`config.mk`:
```
export PLATFORM = sky130hd
export DESIGN_NAME = ep_cfg_regs
export DESIGN_NICKNAME = d
export VERILOG_FILES = /design/src/rtl/ep_cfg_pkg.sv /design/src/rtl/ep_cfg_slot.sv /design/src/rtl/ep_cfg_preload.sv /design/src/rtl/ep_cfg_regs.sv
export SDC_FILE = /design/constraint.sdc
export NUM_CORES = 1
export LEC_CHECK = 0
export ABC_AREA = 1
export BUFFER_PORTS_ARGS = -buffer_cell sky130_fd_sc_hd__buf_4
export CAP_MARGIN = 25
export CELL_PAD_IN_SITES_DETAIL_PLACEMENT = 1
export CELL_PAD_IN_SITES_GLOBAL_PLACEMENT = 2
export CORE_MARGIN = 2
export CORE_UTILIZATION = 35
export DETAILED_ROUTE_END_ITERATION = 6
export GPL_TIMING_DRIVEN = 1
export PLACE_DENSITY_LB_ADDON = 0.1
export SLEW_MARGIN = 0
export SYNTH_ARGS = -nofsm -noshare
export SYNTH_HDL_FRONTEND = slang
export SYNTH_SLANG_ARGS = --single-unit
```
`constraint.sdc`:
```
create_clock -name clk -period 4.3 [get_ports clk]
set_input_delay 1.29 -clock clk [delete_from_list [all_inputs] [get_ports clk]]
set_output_delay 1.29 -clock clk [all_outputs]
set_load 0.02 [all_outputs]
```
`src/rtl/ep_cfg_pkg.sv`:
```
package ep_cfg_pkg;
  localparam int AW = 3;
  localparam logic [AW-1:0] A_GLOB = 3'd0;
  localparam logic [AW-1:0] A_DEV  = 3'd1;
  localparam logic [AW-1:0] A_SEL  = 3'd2;
  localparam logic [AW-1:0] A_CTRL = 3'd3;
  localparam logic [AW-1:0] A_CFGA = 3'd4;
  localparam logic [AW-1:0] A_CFGB = 3'd5;
  localparam logic [AW-1:0] A_STAT = 3'd6;
  localparam logic [7:0] GLOB_RST = 8'h20;
  localparam logic [7:0] DEV_RST  = 8'h01;

  typedef enum logic [1:0] {
    T_CONTROL = 2'd0, T_ISO = 2'd1, T_BULK = 2'd2, T_INTR = 2'd3
  } ep_type_e;

  typedef struct packed {
    logic txini;
    logic rwal;
    logic fifocon;
    logic rxout_clr;
  } preload_t;
endpackage

```
`src/rtl/ep_cfg_slot.sv`:
```
module ep_cfg_slot
  import ep_cfg_pkg::*;
(
  input  logic       clk,
  input  logic       rst_n,
  input  logic       wr_ctrl,
  input  logic       wr_cfga,
  input  logic       wr_cfgb,
  input  logic       wr_stat,
  input  logic [7:0] wdata,
  input  logic       ev_ovf,
  input  logic       ev_unf,
  input  logic       ev_tog,
  input  logic [1:0] tog_val,
  output logic [7:0] ctrl_rd,
  output logic [7:0] cfga_rd,
  output logic [7:0] cfgb_rd,
  output logic [7:0] stat_rd,
  output logic       en,
  output logic       stall,
  output ep_type_e   ep_type,
  output logic       ep_dir
);
  logic [5:0] cfgb_q;
  logic       cfgok_q, ovf_q, unf_q;
  logic [1:0] tog_q;

  always_ff @(posedge clk or negedge rst_n) begin
    if (!rst_n) begin
      en <= 1'b0;
      stall <= 1'b0;
      ep_type <= T_CONTROL;
      ep_dir <= 1'b0;
      cfgb_q <= '0;
      cfgok_q <= 1'b0;
      ovf_q <= 1'b0;
      unf_q <= 1'b0;
      tog_q <= '0;
    end else begin
      if (wr_ctrl) begin
        en <= wdata[0];
        if (wdata[5]) stall <= 1'b1;
        else if (wdata[4]) stall <= 1'b0;
      end
      if (wr_cfga) begin
        ep_type <= ep_type_e'(wdata[7:6]);
        ep_dir <= wdata[0];
        cfgok_q <= 1'b0;
      end
      if (wr_cfgb) begin
        cfgb_q <= wdata[6:1];
        cfgok_q <= wdata[1];
      end
      if (ev_ovf) ovf_q <= 1'b1;
      else if (wr_stat) ovf_q <= ovf_q & wdata[6];
      if (ev_unf) unf_q <= 1'b1;
      else if (wr_stat) unf_q <= unf_q & wdata[5];
      if (ev_tog) tog_q <= tog_val;
    end
  end

  assign ctrl_rd = {2'b00, stall, 4'b0000, en};
  assign cfga_rd = {ep_type, 5'b00000, ep_dir};
  assign cfgb_rd = {1'b0, cfgb_q, 1'b0};
  assign stat_rd = {cfgok_q, ovf_q, unf_q, 1'b0, tog_q, 2'b00};
endmodule

```
`src/rtl/ep_cfg_preload.sv`:
```
module ep_cfg_preload
  import ep_cfg_pkg::*;
#(
  parameter int EPW = 3
) (
  input  logic           clk,
  input  logic           rst_n,
  input  logic           fire,
  input  logic [EPW-1:0] ep_in,
  input  ep_type_e       ep_type,
  input  logic           ep_dir,
  output logic           stb,
  output logic [EPW-1:0] ep_out,
  output preload_t       flags
);
  preload_t nxt;

  always_comb begin
    nxt = '0;
    if (ep_type == T_CONTROL) begin
      nxt.txini = 1'b1;
    end else if (ep_dir) begin
      nxt.txini = 1'b1;
      nxt.rwal = 1'b1;
      nxt.fifocon = 1'b1;
    end else begin
      nxt.rxout_clr = 1'b1;
    end
  end

  always_ff @(posedge clk or negedge rst_n) begin
    if (!rst_n) begin
      stb <= 1'b0;
      ep_out <= '0;
      flags <= '0;
    end else begin
      stb <= fire;
      ep_out <= fire ? ep_in : '0;
      flags <= fire ? nxt : '0;
    end
  end
endmodule

```
`src/rtl/ep_cfg_regs.sv`:
```
module ep_cfg_regs
  import ep_cfg_pkg::*;
#(
  parameter int N_EP = 5,
  localparam int EPW = (N_EP > 1) ? $clog2(N_EP) : 1
) (
  input  logic            clk,
  input  logic            rst_n,
  input  logic            reg_wr,
  input  logic [2:0]      reg_addr,
  input  logic [7:0]      reg_wdata,
  output logic [7:0]      reg_rdata,
  input  logic [EPW-1:0]  ev_ep,
  input  logic            ovf_set,
  input  logic            unf_set,
  input  logic            tog_we,
  input  logic [1:0]      tog_val,
  output logic [N_EP-1:0] ep_en,
  output logic [N_EP-1:0] ep_stall,
  output logic            pl_stb,
  output logic [EPW-1:0]  pl_ep,
  output logic            pl_txini,
  output logic            pl_rwal,
  output logic            pl_fifocon,
  output logic            pl_rxout_clr
);
  logic [7:0]     glob_q, dev_q;
  logic [EPW-1:0] sel_q;
  logic           sel_ok;

  logic [7:0] ctrl_rd [N_EP];
  logic [7:0] cfga_rd [N_EP];
  logic [7:0] cfgb_rd [N_EP];
  logic [7:0] stat_rd [N_EP];
  ep_type_e   typ [N_EP];
  logic       dir [N_EP];
  preload_t   pl_flags;

  assign sel_ok = int'(reg_wdata) < N_EP;

  always_ff @(posedge clk or negedge rst_n) begin
    if (!rst_n) begin
      glob_q <= GLOB_RST;
      dev_q <= DEV_RST;
      sel_q <= '0;
    end else if (reg_wr) begin
      if (reg_addr == A_GLOB) glob_q <= reg_wdata;
      if (reg_addr == A_DEV) dev_q <= reg_wdata;
      if (reg_addr == A_SEL && sel_ok) sel_q <= reg_wdata[EPW-1:0];
    end
  end

  for (genvar i = 0; i < N_EP; i++) begin : g_ep
    logic here, ev_here;
    assign here = reg_wr && (int'(sel_q) == i);
    assign ev_here = (int'(ev_ep) == i);
    ep_cfg_slot u_slot (
      .clk(clk), .rst_n(rst_n),
      .wr_ctrl(here && reg_addr == A_CTRL),
      .wr_cfga(here && reg_addr == A_CFGA),
      .wr_cfgb(here && reg_addr == A_CFGB),
      .wr_stat(here && reg_addr == A_STAT),
      .wdata(reg_wdata),
      .ev_ovf(ev_here && ovf_set),
      .ev_unf(ev_here && unf_set),
      .ev_tog(ev_here && tog_we),
      .tog_val(tog_val),
      .ctrl_rd(ctrl_rd[i]), .cfga_rd(cfga_rd[i]),
      .cfgb_rd(cfgb_rd[i]), .stat_rd(stat_rd[i]),
      .en(ep_en[i]), .stall(ep_stall[i]),
      .ep_type(typ[i]), .ep_dir(dir[i])
    );
  end

  ep_cfg_preload #(.EPW(EPW)) u_pre (
    .clk(clk), .rst_n(rst_n),
    .fire(reg_wr && reg_addr == A_CFGB),
    .ep_in(sel_q),
    .ep_type(typ[sel_q]),
    .ep_dir(dir[sel_q]),
    .stb(pl_stb),
    .ep_out(pl_ep),
    .flags(pl_flags)
  );

  assign pl_txini = pl_flags.txini;
  assign pl_rwal = pl_flags.rwal;
  assign pl_fifocon = pl_flags.fifocon;
  assign pl_rxout_clr = pl_flags.rxout_clr;

  always_comb begin
    case (reg_addr)
      A_GLOB:  reg_rdata = glob_q;
      A_DEV:   reg_rdata = dev_q;
      A_SEL:   reg_rdata = 8'(sel_q);
      A_CTRL:  reg_rdata = ctrl_rd[sel_q];
      A_CFGA:  reg_rdata = cfga_rd[sel_q];
      A_CFGB:  reg_rdata = cfgb_rd[sel_q];
      A_STAT:  reg_rdata = stat_rd[sel_q];
      default: reg_rdata = 8'h00;
    endcase
  end
endmodule

```
==> summary.md <==
| Metric | Value |
|---|---|
| Type of origin of the critical path | `input port` |
| Vias per cell | `4.99` |
| Placement Cell Area | `around 5600 sq um` |
| Fin. Hold Viols | `0` |
| Reg-to-reg critical path startpoint | `sel_q[1]` |
| Simple logic cell fraction of the synthesized area | `a little over a quarter` |
| Setup Skew | `10.8 ps` |
| Critical Path AT | `~2500 ps` |
| Final wirelength | `roughly 16 mm` |
| Post-synth cell types | `27` |
| First-pass GRT wire length | `26.1 mm` |
| Crit-path most repeated cell | `buf_4` |
| DRT Pass-1 Iters | `4` |
| CTS tree | `built` |
| Hold-fix buffers, CTS | `0` |
| Initial antenna violation count | `0` |
| Compound-Gate Fraction of Synth Area | `between 10% and 20%` |
| Number of global-route vias before repair | `~4800` |
| Slowest-stage cell, CP | `clkinv_1` |
| Post-synthesis adder-cell area fraction | `0%` |
| Crit. End Element | `primary output` |
| GPL Wtd Cong | `0.792` |
| GR Overflow Total | `0` |
| Main area contributors after synthesis | `dfrtp_1, nand2_1, o21ai_0` |
| Die Ht | `approximately 120 um` |
| Row count | `between 40 and 50` |
| Post-synthesis instance total | `~660` |
| Initial DRC Count | `236` |
| Post-route DRC violation count | `0` |
| Post-synthesis register bit count | `~110` |
| Synth top area share | `about half` |
| Chip width | `around 120 um` |
| Largest family of logic cells by synthesized area | `simple AND/OR/NAND/NOR gates` |
| Routed wire per std cell | `17.9 um` |
| Setup violations, final | `0` |
| Register-to-register setup slack | `about 2200 ps` |
| Fin util | `around two fifths` |
| Clk_lat worst skew | `around 350 ps` |
| Hold Startpoint | `g_ep[2].u_slot.cfgb_q[0]` |
| Filler Cells Inserted | `around 1800` |
| Max cap viols | `0` |
| CTS buffer count | `9` |
| CP cell instances | `buf_4 > inv_1 > nand2_1 > clkinv_1 > o2bb2ai_1 > a21oi_1 > nand3_1 > buf_4` |
| GR Util All Layers | `21.7%` |
| Post_cts resized | `0` |
| FF-to-FF path depth | `9` |
| Peak Freq | `approximately 260 MHz` |
| Die ar. | `15500 sq um` |
| Seq/Total Area, Yosys | `around 52%` |
| Setup TNS | `0 ps` |
| Largest net degree at the start of global routing | `58` |
| YS warnings | `0` |
| Min-delay worst type | `reg2reg` |
| Clock period minus worst slack | `3790 ps` |
| Hold path endpoint | `g_ep[2].u_slot.cfgb_q[0]` |
| Core Region | `between 10000 and 15000 sq um` |
| P_leak | `between 0.002 and 0.003 uW` |
| Mux cell area share after synthesis | `0%` |
| Reg clk slew, reported paths | `60 ps` |
| Cell family with most CP delay | `buffers and inverters` |
| End of the worst register-to-register path | `g_ep[4].u_slot.ovf_q` |
| RSZ-0062 raised after global routing | `no` |
| WHS Path Cells | `2` |
| Fraction of layout cells with a size suffix above 1 | `a little over an eighth` |
| PD cells | `roughly 390 nW/um^2` |
| Fin nets | `724` |
| Number of diodes | `0` |
| Post-synthesis xor/xnor area fraction | `0%` |
| Max Root-Sink Buffers | `2` |
| Dpl hpwl | `around 12 mm` |
| CTS H-Tree Depth | `3` |
| Slew @ Worst Pin | `between 700 and 800 ps` |
| Tcrit/Tclk final | `between 80 and 90%` |
| Area Growth Syn to Fin | `14.9%` |
| Final Cell Area | `~5900 sq um` |
| Via count | `approximately 4400` |
| Starting Density | `35.5%` |
| Clk sinks | `about 110` |
| Worst slew margin | `49.2%` |
| Post-Syn Area | `slightly above 5000 sq um` |
| # port buffers | `47` |
| Avg Cell Area, Syn | `between 7 and 8 sq um` |
| CP max FO | `9` |
| I/O pin cnt | `48` |
| CP bufs+invs | `4` |
| Antenna-violating nets left | `0` |
| Slew Viols, Final | `0` |
| Max VDD drop | `a little under 200 uV` |
| Post-CTS Setup Bufs | `0` |
| Mapped Nets | `a little under 700` |
| Post-synth top area cell | `dfrtp_1` |
| Biggest cell delay along the critical path | `250 ps` |
| Outcome | `complete, no violations` |
| Setup CP Type | `in2out` |
| CTS root buf | `clkbuf_16` |
| Worst EP required | `approximately 3000 ps` |
cell type report:
| cell class | count | area [sq um] | area share [%] |
|---|---|---|---|
| well taps | 184 | 230 | 3.93 |
| multi-input cells | 474 | 2060 | 35.1 |
| clock buffers | 12 | 256 | 4.38 |
| clock inverters | 2 | 13.8 | 0.235 |
| repair buffers | 57 | 440 | 7.52 |
| flip-flops and latches | 106 | 2660 | 45.3 |
| inverters | 54 | 203 | 3.46 |
cell families after synthesis:
family,after synthesis
buf+inv,84
compound gates,127
simple gates,347
flops,106
through the flow:
stage               total power, uW  instances  setup WS [ps]  hold WS [ps]
floorplan                      1370        664            964           442
global placement               1520        875            532           455
detailed placement             1530        875            526           467
CTS                            2320        889            514           483
global route                   2420        889            340           523
finish                         2290        889            508           481
report_power, final:
part           internal, uW  total [uW]  switching, uW  leakage (uW)
combinational           125         363            237       0.00141
sequential             1090        1140           52.1       0.00134
clock                   419         784            365      0.000134
total                  1640        2290            655       0.00289
layout by cell type (no fill, tap or decap), drive strengths merged:
cell and instances:
a21boi 1, a21oi 12, a22o 2, buf 57, clkbuf 12, clkinv 3, dfrtp 104, dfstp 2
inv 53, nand2 289, nand3 20, nand4 5, nor2 29, nor3 3, nor4 1, o21ai 106
o22ai 1, o2bb2ai 3, o31ai 2
how the worst max path moves through the flow:
stage / start / to / slack, ps / depth (start not counted)
after floorplan: reg_addr[2] / reg_rdata[3] / 960 / 6
after global placement: reg_addr[2] / reg_rdata[2] / 530 / 8
after detailed placement: reg_addr[2] / reg_rdata[2] / 530 / 8
after CTS: reg_addr[2] / reg_rdata[2] / 510 / 8
after global routing: reg_addr[2] / reg_rdata[2] / 340 / 8
final: reg_addr[2] / reg_rdata[2] / 510 / 8
per-layer routing:
| metal | up-vias | share of wire [%] | track usage (%) |
|---|---|---|---|
| li1 | 2181 | - | - |
| met1 | 2194 | 47 | 27.7 |
| met2 | 52 | 50 | 38.6 |
| met3 | 10 | 2.3 | 3.57 |
| met4 | 0 | 0.88 | 4.63 |
| met5 | - | 0 | 0 |
flip-flops by register name (all words and copies together) (netlist names), 5 cells and up:
name,flops
g_ep.u_slot.cfgb_q,30
g_ep.u_slot.ep_type,10
g_ep.u_slot.tog_q,10
dev_q,8
glob_q,8
g_ep.u_slot.cfgok_q,5
g_ep.u_slot.en,5
g_ep.u_slot.ep_dir,5
g_ep.u_slot.ovf_q,5
g_ep.u_slot.stall,5
g_ep.u_slot.unf_q,5
synthesized netlist by cell type:
master	number
a21boi_0	1
a22o_1	2
buf_2	8
a21oi_1	12
nor2_4	3
clkbuf_1	7
o21ai_0	83
nor3_1	3
o2bb2ai_1	3
dfrtp_1	104
nand2_1	286
o22ai_1	1
buf_6	2
nand2_2	3
inv_1	42
o21ai_1	23
nor4_1	1
dfstp_2	2
buf_4	12
inv_2	11
nand3_1	20
nor2_2	7
nor2_1	19
nand4_1	5
buf_1	1
clkinv_1	1
o31ai_1	2
tightest hold or removal path: stages (launching register included):
cell,delay (ps)
dfrtp_1,350
nand2_1,60
nand2_1,50
Power figures use the tool's default switching activity.
